--- src/rtl/tmr_pkg.sv ---
package tmr_pkg;
  localparam int REG_W  = 32;
  localparam int DIV_W  = 12;
  localparam int ADDR_W = 5;

  localparam int B_RUN  = 0;
  localparam int B_STL  = 1;
  localparam int B_IEN  = 2;
  localparam int B_RLD  = 3;
  localparam int B_DIV  = 4;
  localparam int B_SRST = 16;
  localparam int B_FRC  = 17;
  localparam int B_PIN  = 22;

  localparam logic [2:0] SEL_CTL = 3'd0;
  localparam logic [2:0] SEL_STS = 3'd1;
  localparam logic [2:0] SEL_LD  = 3'd2;
  localparam logic [2:0] SEL_CMP = 3'd3;
  localparam logic [2:0] SEL_CNT = 3'd4;

  localparam logic [REG_W-1:0] LOAD_RST = '1;

  typedef enum logic [1:0] {
    PIN_OFF  = 2'd0,
    PIN_TOG  = 2'd1,
    PIN_LOW  = 2'd2,
    PIN_HIGH = 2'd3
  } pin_mode_e;

  typedef struct packed {
    pin_mode_e        pin_mode;
    logic             force_ld;
    logic [DIV_W-1:0] div;
    logic             reload;
    logic             irq_en;
    logic             start_ld;
    logic             run;
  } ctl_t;

  function automatic ctl_t f_ctl_from_word(input logic [REG_W-1:0] w);
    ctl_t c;
    c.run      = w[B_RUN];
    c.start_ld = w[B_STL];
    c.irq_en   = w[B_IEN];
    c.reload   = w[B_RLD];
    c.div      = w[B_DIV +: DIV_W];
    c.force_ld = w[B_FRC];
    c.pin_mode = pin_mode_e'(w[B_PIN +: 2]);
    return c;
  endfunction

  function automatic logic [REG_W-1:0] f_ctl_to_word(input ctl_t c, input logic srst);
    logic [REG_W-1:0] w;
    w = '0;
    w[B_RUN]          = c.run;
    w[B_STL]          = c.start_ld;
    w[B_IEN]          = c.irq_en;
    w[B_RLD]          = c.reload;
    w[B_DIV +: DIV_W] = c.div;
    w[B_SRST]         = srst;
    w[B_FRC]          = c.force_ld;
    w[B_PIN +: 2]     = c.pin_mode;
    return w;
  endfunction

  // Count after one tick: reload at zero when asked, else fall with wrap.
  function automatic logic [REG_W-1:0] f_next_count(input logic [REG_W-1:0] cnt,
                                                    input logic reload,
                                                    input logic [REG_W-1:0] load);
    if (cnt == '0 && reload) return load;
    return cnt - REG_W'(1);
  endfunction

  function automatic logic f_pin_next(input pin_mode_e m, input logic cur);
    case (m)
      PIN_TOG:  return ~cur;
      PIN_LOW:  return 1'b0;
      PIN_HIGH: return 1'b1;
      default:  return cur;
    endcase
  endfunction
endpackage

--- src/rtl/tmr_prescaler.sv ---
module tmr_prescaler
  import tmr_pkg::*;
#(
  parameter int PW = DIV_W
) (
  input  logic          clk,
  input  logic          rst_n,
  input  logic          srst,
  input  logic          run,
  input  logic          restart,
  input  logic [PW-1:0] div,
  output logic          tick
);
  logic [PW-1:0] pcnt_q;

  assign tick = run && !restart && !srst && (pcnt_q == div);

  always_ff @(posedge clk or negedge rst_n) begin
    if (!rst_n)           pcnt_q <= '0;
    else if (srst)        pcnt_q <= '0;
    else if (restart)     pcnt_q <= '0;
    else if (run) begin
      if (tick)           pcnt_q <= '0;
      else                pcnt_q <= pcnt_q + PW'(1);
    end
  end

  // a divided tick is never followed directly by another one
  p_tick_gap_r3: assert property (@(posedge clk) disable iff (!rst_n)
    (tick && div != '0) |=> (!tick || div == '0));

  // an idle prescaler holds its phase
  p_idle_hold_r13: assert property (@(posedge clk) disable iff (!rst_n)
    (!run && !restart && !srst) |=> $stable(pcnt_q));
endmodule

--- src/rtl/tmr_count_core.sv ---
module tmr_count_core
  import tmr_pkg::*;
(
  input  logic             clk,
  input  logic             rst_n,
  input  logic             srst,
  input  logic             tick,
  input  logic             start_load,
  input  logic             force_load,
  input  logic [REG_W-1:0] force_val,
  input  logic             reload,
  input  logic [REG_W-1:0] load_val,
  input  logic [REG_W-1:0] cmp_val,
  output logic [REG_W-1:0] cnt,
  output logic             match_evt
);
  logic [REG_W-1:0] cnt_q;
  logic [REG_W-1:0] cnt_step;
  logic             step_ok;

  assign cnt_step  = f_next_count(cnt_q, reload, load_val);
  assign step_ok   = tick && !srst && !force_load && !start_load;
  assign match_evt = step_ok && (cnt_step == cmp_val);
  assign cnt       = cnt_q;

  always_ff @(posedge clk or negedge rst_n) begin
    if (!rst_n)          cnt_q <= '0;
    else if (srst)       cnt_q <= '0;
    else if (force_load) cnt_q <= force_val;
    else if (start_load) cnt_q <= load_val;
    else if (step_ok)    cnt_q <= cnt_step;
  end

  // ordinary step
  p_step_down_r3: assert property (@(posedge clk) disable iff (!rst_n)
    (step_ok && cnt_q != '0) |=> cnt_q == $past(cnt_q) - REG_W'(1));

  // free-running wrap
  p_wrap_r4: assert property (@(posedge clk) disable iff (!rst_n)
    (step_ok && cnt_q == '0 && !reload) |=> cnt_q == '1);

  // reload at zero
  p_reload_r5: assert property (@(posedge clk) disable iff (!rst_n)
    (step_ok && cnt_q == '0 && reload) |=> cnt_q == $past(load_val));

  // restart takes the reload value
  p_start_load_r6: assert property (@(posedge clk) disable iff (!rst_n)
    (start_load && !force_load && !srst) |=> cnt_q == $past(load_val));

  // forced value lands at once
  p_force_r7: assert property (@(posedge clk) disable iff (!rst_n)
    (force_load && !srst) |=> cnt_q == $past(force_val));

  // nothing moves the count without a cause
  p_hold_r13: assert property (@(posedge clk) disable iff (!rst_n)
    (!tick && !force_load && !start_load && !srst) |=> $stable(cnt_q));
endmodule

--- src/rtl/tmr_outpin.sv ---
module tmr_outpin
  import tmr_pkg::*;
(
  input  logic      clk,
  input  logic      rst_n,
  input  logic      srst,
  input  logic      match_evt,
  input  pin_mode_e mode,
  output logic      pin_o
);
  logic pin_q;

  always_ff @(posedge clk or negedge rst_n) begin
    if (!rst_n)         pin_q <= 1'b0;
    else if (srst)      pin_q <= 1'b0;
    else if (match_evt) pin_q <= f_pin_next(mode, pin_q);
  end

  assign pin_o = (mode != PIN_OFF) && pin_q;

  // set and clear modes
  p_pin_high_r10: assert property (@(posedge clk) disable iff (!rst_n)
    (match_evt && !srst && mode == PIN_HIGH) |=> pin_q);
  p_pin_low_r10: assert property (@(posedge clk) disable iff (!rst_n)
    (match_evt && !srst && mode == PIN_LOW) |=> !pin_q);
  p_pin_tog_r10: assert property (@(posedge clk) disable iff (!rst_n)
    (match_evt && !srst && mode == PIN_TOG) |=> pin_q != $past(pin_q));
endmodule

--- src/rtl/tmr_regs.sv ---
module tmr_regs
  import tmr_pkg::*;
(
  input  logic              clk,
  input  logic              rst_n,
  input  logic              bus_we,
  input  logic [ADDR_W-1:0] bus_addr,
  input  logic [REG_W-1:0]  bus_wdata,
  output logic [REG_W-1:0]  bus_rdata,
  input  logic [REG_W-1:0]  cnt,
  input  logic              match_evt,
  output ctl_t              ctl,
  output logic              srst,
  output logic [REG_W-1:0]  load_val,
  output logic [REG_W-1:0]  cmp_val,
  output logic              start_load,
  output logic              force_load,
  output logic              flag
);
  ctl_t             ctl_q;
  logic             srst_q;
  logic             run_q;
  logic             flag_q;
  logic [REG_W-1:0] load_q;
  logic [REG_W-1:0] cmp_q;
  logic             aligned;
  logic [2:0]       sel;
  logic             wr_ctl, wr_sts, wr_ld, wr_cmp;

  assign aligned = (bus_addr[1:0] == 2'b00);
  assign sel     = bus_addr[4:2];
  assign wr_ctl  = bus_we && aligned && sel == SEL_CTL && !srst_q;
  assign wr_sts  = bus_we && aligned && sel == SEL_STS && !srst_q;
  assign wr_ld   = bus_we && aligned && sel == SEL_LD  && !srst_q;
  assign wr_cmp  = bus_we && aligned && sel == SEL_CMP && !srst_q;

  always_ff @(posedge clk or negedge rst_n) begin
    if (!rst_n) begin
      ctl_q  <= '0;
      srst_q <= 1'b0;
      run_q  <= 1'b0;
      load_q <= LOAD_RST;
      cmp_q  <= '0;
    end else if (srst_q) begin
      ctl_q  <= '0;
      srst_q <= 1'b0;
      run_q  <= 1'b0;
      load_q <= LOAD_RST;
      cmp_q  <= '0;
    end else begin
      run_q <= ctl_q.run;
      if (wr_ctl) begin
        if (bus_wdata[B_SRST]) srst_q <= 1'b1;
        else                   ctl_q  <= f_ctl_from_word(bus_wdata);
      end
      if (wr_ld)  load_q <= bus_wdata;
      if (wr_cmp) cmp_q  <= bus_wdata;
    end
  end

  always_ff @(posedge clk or negedge rst_n) begin
    if (!rst_n)                      flag_q <= 1'b0;
    else if (srst_q)                 flag_q <= 1'b0;
    else if (match_evt)              flag_q <= 1'b1;
    else if (wr_sts && bus_wdata[0]) flag_q <= 1'b0;
  end

  always_comb begin
    bus_rdata = '0;
    if (aligned) begin
      case (sel)
        SEL_CTL: bus_rdata = f_ctl_to_word(ctl_q, srst_q);
        SEL_STS: bus_rdata = {{(REG_W-1){1'b0}}, flag_q};
        SEL_LD:  bus_rdata = load_q;
        SEL_CMP: bus_rdata = cmp_q;
        SEL_CNT: bus_rdata = cnt;
        default: bus_rdata = '0;
      endcase
    end
  end

  assign ctl        = ctl_q;
  assign srst       = srst_q;
  assign load_val   = load_q;
  assign cmp_val    = cmp_q;
  assign flag       = flag_q;
  assign start_load = ctl_q.run && !run_q && ctl_q.start_ld && !srst_q;
  assign force_load = wr_ld && ctl_q.force_ld;

  // a match always leaves the flag set
  p_flag_set_r8: assert property (@(posedge clk) disable iff (!rst_n)
    (match_evt && !srst_q) |=> flag_q);

  // only a write-1 or soft reset drops the flag
  p_flag_keep_r9: assert property (@(posedge clk) disable iff (!rst_n)
    (flag_q && !srst_q && !(wr_sts && bus_wdata[0])) |=> flag_q);

  // soft reset lasts one cycle and restores defaults
  p_srst_once_r12: assert property (@(posedge clk) disable iff (!rst_n)
    srst_q |=> !srst_q);
  p_srst_dflt_r12: assert property (@(posedge clk) disable iff (!rst_n)
    srst_q |=> (load_q == LOAD_RST && cmp_q == '0 && !flag_q && ctl_q == '0));
endmodule

--- src/rtl/cmp_down_timer.sv ---
module cmp_down_timer
  import tmr_pkg::*;
(
  input  logic        clk,
  input  logic        rst_n,
  input  logic        bus_we,
  input  logic [4:0]  bus_addr,
  input  logic [31:0] bus_wdata,
  output logic [31:0] bus_rdata,
  output logic        irq_o,
  output logic        evt_pin_o
);
  ctl_t             ctl;
  logic             srst;
  logic [REG_W-1:0] load_val;
  logic [REG_W-1:0] cmp_val;
  logic [REG_W-1:0] cnt;
  logic             start_load;
  logic             force_load;
  logic             flag;
  logic             tick;
  logic             match_evt;

  tmr_regs u_regs (
    .clk        (clk),
    .rst_n      (rst_n),
    .bus_we     (bus_we),
    .bus_addr   (bus_addr),
    .bus_wdata  (bus_wdata),
    .bus_rdata  (bus_rdata),
    .cnt        (cnt),
    .match_evt  (match_evt),
    .ctl        (ctl),
    .srst       (srst),
    .load_val   (load_val),
    .cmp_val    (cmp_val),
    .start_load (start_load),
    .force_load (force_load),
    .flag       (flag)
  );

  tmr_prescaler #(.PW(DIV_W)) u_presc (
    .clk     (clk),
    .rst_n   (rst_n),
    .srst    (srst),
    .run     (ctl.run),
    .restart (start_load),
    .div     (ctl.div),
    .tick    (tick)
  );

  tmr_count_core u_core (
    .clk        (clk),
    .rst_n      (rst_n),
    .srst       (srst),
    .tick       (tick),
    .start_load (start_load),
    .force_load (force_load),
    .force_val  (bus_wdata),
    .reload     (ctl.reload),
    .load_val   (load_val),
    .cmp_val    (cmp_val),
    .cnt        (cnt),
    .match_evt  (match_evt)
  );

  tmr_outpin u_pin (
    .clk       (clk),
    .rst_n     (rst_n),
    .srst      (srst),
    .match_evt (match_evt),
    .mode      (ctl.pin_mode),
    .pin_o     (evt_pin_o)
  );

  assign irq_o = flag && ctl.irq_en;

  // a masked line never rises
  p_irq_masked_r9: assert property (@(posedge clk) disable iff (!rst_n)
    (!ctl.irq_en) |-> !irq_o);
endmodule

--- config.mk ---
export PLATFORM = sky130hd
export DESIGN_NAME = cmp_down_timer
export DESIGN_NICKNAME = d
export VERILOG_FILES = /design/src/rtl/tmr_pkg.sv /design/src/rtl/tmr_prescaler.sv /design/src/rtl/tmr_count_core.sv /design/src/rtl/tmr_outpin.sv /design/src/rtl/tmr_regs.sv /design/src/rtl/cmp_down_timer.sv
export SDC_FILE = /design/constraint.sdc
export NUM_CORES = 1
export LEC_CHECK = 0
export ABC_AREA = 1
export BUFFER_PORTS_ARGS = -buffer_cell sky130_fd_sc_hd__buf_2
export CAP_MARGIN = 10
export CORE_MARGIN = 3
export CORE_UTILIZATION = 40
export CTS_CLUSTER_DIAMETER = 100
export CTS_CLUSTER_SIZE = 20
export DETAILED_ROUTE_END_ITERATION = 16
export GPL_ROUTABILITY_DRIVEN = 1
export PLACE_DENSITY = 0.69
export SYNTH_ARGS = -nofsm -noshare
export SYNTH_HDL_FRONTEND = slang
export SYNTH_SLANG_ARGS = --single-unit
--- constraint.sdc ---
create_clock -name clk -period 2.1 [get_ports clk]
set_input_delay 0.315 -clock clk [delete_from_list [all_inputs] [get_ports clk]]
set_output_delay 0.315 -clock clk [all_outputs]
set_load 0.02 [all_outputs]
==> results.cfg <==
[floorplanning]
start_util = 0.414
core-area_mm2 = 0.0214
io_pins = 74
die-width_um = 155
die_h_um = 155
rows = 53
dieArea_mm2 = 0.0240

[worst_setup_path]
reg2reg_from = u_core.cnt[23]
cp.required_ns = 2.47
crit_arrival_ns = 2.92
rrSetupSlack_ns = -0.45
critPathCaptureType = flip-flop
setup.worst_path.end = u_pin.pin_q
start_kind = flip-flop
reg2reg_to = u_pin.pin_q
crit_path_start = u_core.cnt[23]
crit_type = flip-flop to flip-flop
crit_fanout = 9
r2r.worst_path.cells = 18

[pwr]
p_clk_frac = 0.208
internal-power_uw = 8470
power.switching_uw = 6270
swShare = 0.425
leakagePower_uw = 0.00615
p_comb_frac = 0.527
ir_drop_mv = 0.656
p_per_area_mw_per_mm2 = 1210
pwr-share-seq = 0.265

[cts]
cts.clk_slew.worst_paths_ns = 0.07
cts_max_path_buffers = 2
ctsRootBufferMaster = clkbuf_16
clock_latency_ns = 0.44
clock_sinks = 131
numCtsBuffers = 17
cts_tree = yes
cts-htree-levels = 4

[global_routing]
grt_pass1_wl_um = 54200
antenna_found_initial = 0
grt_pass1_vias = 9706
grt_usage = 0.290
gr-total-overflow = 0
grt_max_degree = 48

[final_layout]
area_growth_pct = 37.4
num-nets-final = 1588
final_area_mm2 = 0.0122
drive_above_1_share = 0.306
fin_util = 0.569
diodes = 0

[placement]
dpl-instance-area_mm2 = 0.0112
post-place-ws_ns = -0.469
gp_congestion = 0.999
port_buffers = 73
hpwl_um = 26400

[sta]
tightest_slew_ns = 0.943
final_max_slew_viol_count = 0
min_period_over_period = 1.21
finalSetupViolCount = 24
hold_violations = 0
fin_worst_skew_ns = 0.0137
fmax_ghz = 0.392
rsz0062_at_grt = true
setup_ws_ns = -0.451
layout_min_cycle_time_ns = 2.55
slew_headroom = 0.371

[synthesis]
synth_area_leaders = dfrtp_1 28%, nand2_1 13%, dfstp_2 9.5%, inv_1 7.6%, nor2_1 6.1%
synth_top_cell_by_area = dfrtp_1
yosys.cell_types.count = 44
synth_nets = 1319
synth_top_cell_area_share = 0.279
syn_inst = 1275
avgSynthCellArea_um2 = 6.96
ys_seq_elements = 131
yosysWarnings = 0
synthesis.area_mm2 = 0.00888
seq_area_frac_synth = 0.374

[status]
violations = negative setup slack
status = complete, but fails checks

[route]
wl_per_cell_um = 19.2
wirelength_um = 35100
ant_nets = 0
firstDrtPassIters = 5
viasPerCell = 5.49
dr_total_vias = 10100
drc = 0
drtIter0Drc = 1046

[run]
maxCapViolCount = 0

[min_path]
hold_path_class = input port to flip-flop
## layout make-up
| type | instances | area (µm²) |
|---|---|---|
| clock buffer | 19 | 453 |
| clock inverter | 13 | 134 |
| fill | 2020 | 9230 |
| inverter | 189 | 729 |
| multi-input combinational | 902 | 4910 |
| sequential | 131 | 3320 |
| tap | 275 | 344 |
| timing repair buffer | 303 | 2300 |
## power by group through the flow
stage,sequential [µW],combinational [µW],clock (µW)
after floorplan,3790,3770,0
after global placement,3870,7110,0
after detailed placement,3880,7160,0
after CTS,3860,7320,3070
after global routing,3980,8480,3190
final,3910,7770,3060
## sequential cells by signal (all words and copies together) (netlist names)
signal,count
u_regs.srst,1
u_presc.pcnt_q,12
u_pin.pin_q,1
u_regs.flag,1
u_regs.cmp_val,32
u_regs.ctl,19
u_regs.run_q,1
u_regs.load_val,32
u_core.cnt,32
## kinds of logic after synthesis
| family | after synthesis | synth area share |
|---|---|---|
| adder cells (fa/ha/maj) | 4 | 0.00564 |
| buffers and inverters | 242 | 0.108 |
| AND/OR/NAND/NOR | 589 | 0.285 |
| flip-flops | 131 | 0.374 |
| AO/OA/AOI/OAI | 282 | 0.201 |
| XOR/XNOR | 27 | 0.0266 |
## worst min-delay path by stage
stage / start / endpoint / depth (start not counted)
2_1_floorplan: rst_n / u_core.cnt[0] / 0
3_3_place_gp: rst_n / u_presc.pcnt_q[10] / 1
3_5_place_dp: rst_n / u_presc.pcnt_q[11] / 1
4_1_cts: bus_wdata[4] / u_regs.load_val[4] / 3
5_1_grt: bus_wdata[4] / u_regs.load_val[4] / 3
6_report: bus_wdata[4] / u_regs.load_val[4] / 3
## Yosys cell counts (all sizes together)
library cell  instances
or2                   2
ha                    4
o221ai                3
and2                  1
clkinv                6
a22oi                22
a32o                  3
a221oi               19
o2bb2ai              16
nor3                 17
a31oi                 1
o21ai                79
xnor2                 3
inv                 183
dfstp                32
a211oi                2
clkbuf               34
o22ai                59
nand4                 2
nand3b                8
nand2               324
a21oi                47
nor2                163
o211ai               28
o2111ai               2
dfrtp                99
nand3                72
buf                  19
o32ai                 1
xor2                 24
## layer usage
layer,vias to the layer above,global-route usage,wire [µm]
met4,0,0.0833,971
met3,71,0.0623,3000
met1,4765,0.402,15000
li1,4752,-,-
met2,475,0.459,16100
met5,-,0,0
## timing repair
action / in CTS / in global routing
hold endpoints to repair: 34 / 0
hold buffers: 1 / 0
setup buffers: 3 / 9
resized for setup: 31 / 64
pin swaps: 8 / 32
endpoints found under the setup margin: 40 / 65
## metrics by stage
| stage | hold slack, ns | instances | power, µW | setup TNS (ns) |
|---|---|---|---|---|
| 2_1_floorplan | 0.0194 | 1275 | 7560 | 0 |
| 5_1_grt | 0.139 | 1832 | 15600 | -5.78 |
| 3_3_place_gp | 0.270 | 1790 | 11000 | -1.68 |
| 3_5_place_dp | 0.269 | 1790 | 11000 | -1.97 |
| 4_1_cts | 0.129 | 1825 | 14300 | -1.27 |
| 6_report | 0.138 | 1832 | 14700 | -1.82 |
## worst max-delay path, cell delays in order (launching register included)
cell and delay (ns):
dfrtp_1 0.38, nor2_1 0.11, buf_4 0.14, nand2_2 0.07, nor2_2 0.18, nand2_4 0.11, nor2_4 0.21, buf_12 0.17
buf_6 0.12, nand2_1 0.06, nand3_1 0.08, nand2_1 0.09, nor2_1 0.15, nand3_2 0.14, nor2_4 0.17, nand3_2 0.09
nand2_1 0.07, nand2_1 0.04, nor2_1 0.10
## cell usage in the layout, fill, tap and decap left out, types with 28 or more instances in the layout
cell and count:
a21oi_1 44, buf_2 68, buf_4 212, dfrtp_1 96
dfstp_2 32, inv_1 174, nand2_1 295, nand3_1 64
nor2_1 126, o211ai_1 28, o21ai_0 69, o22ai_1 57
Note: power is estimated with default switching activity, not from simulation.
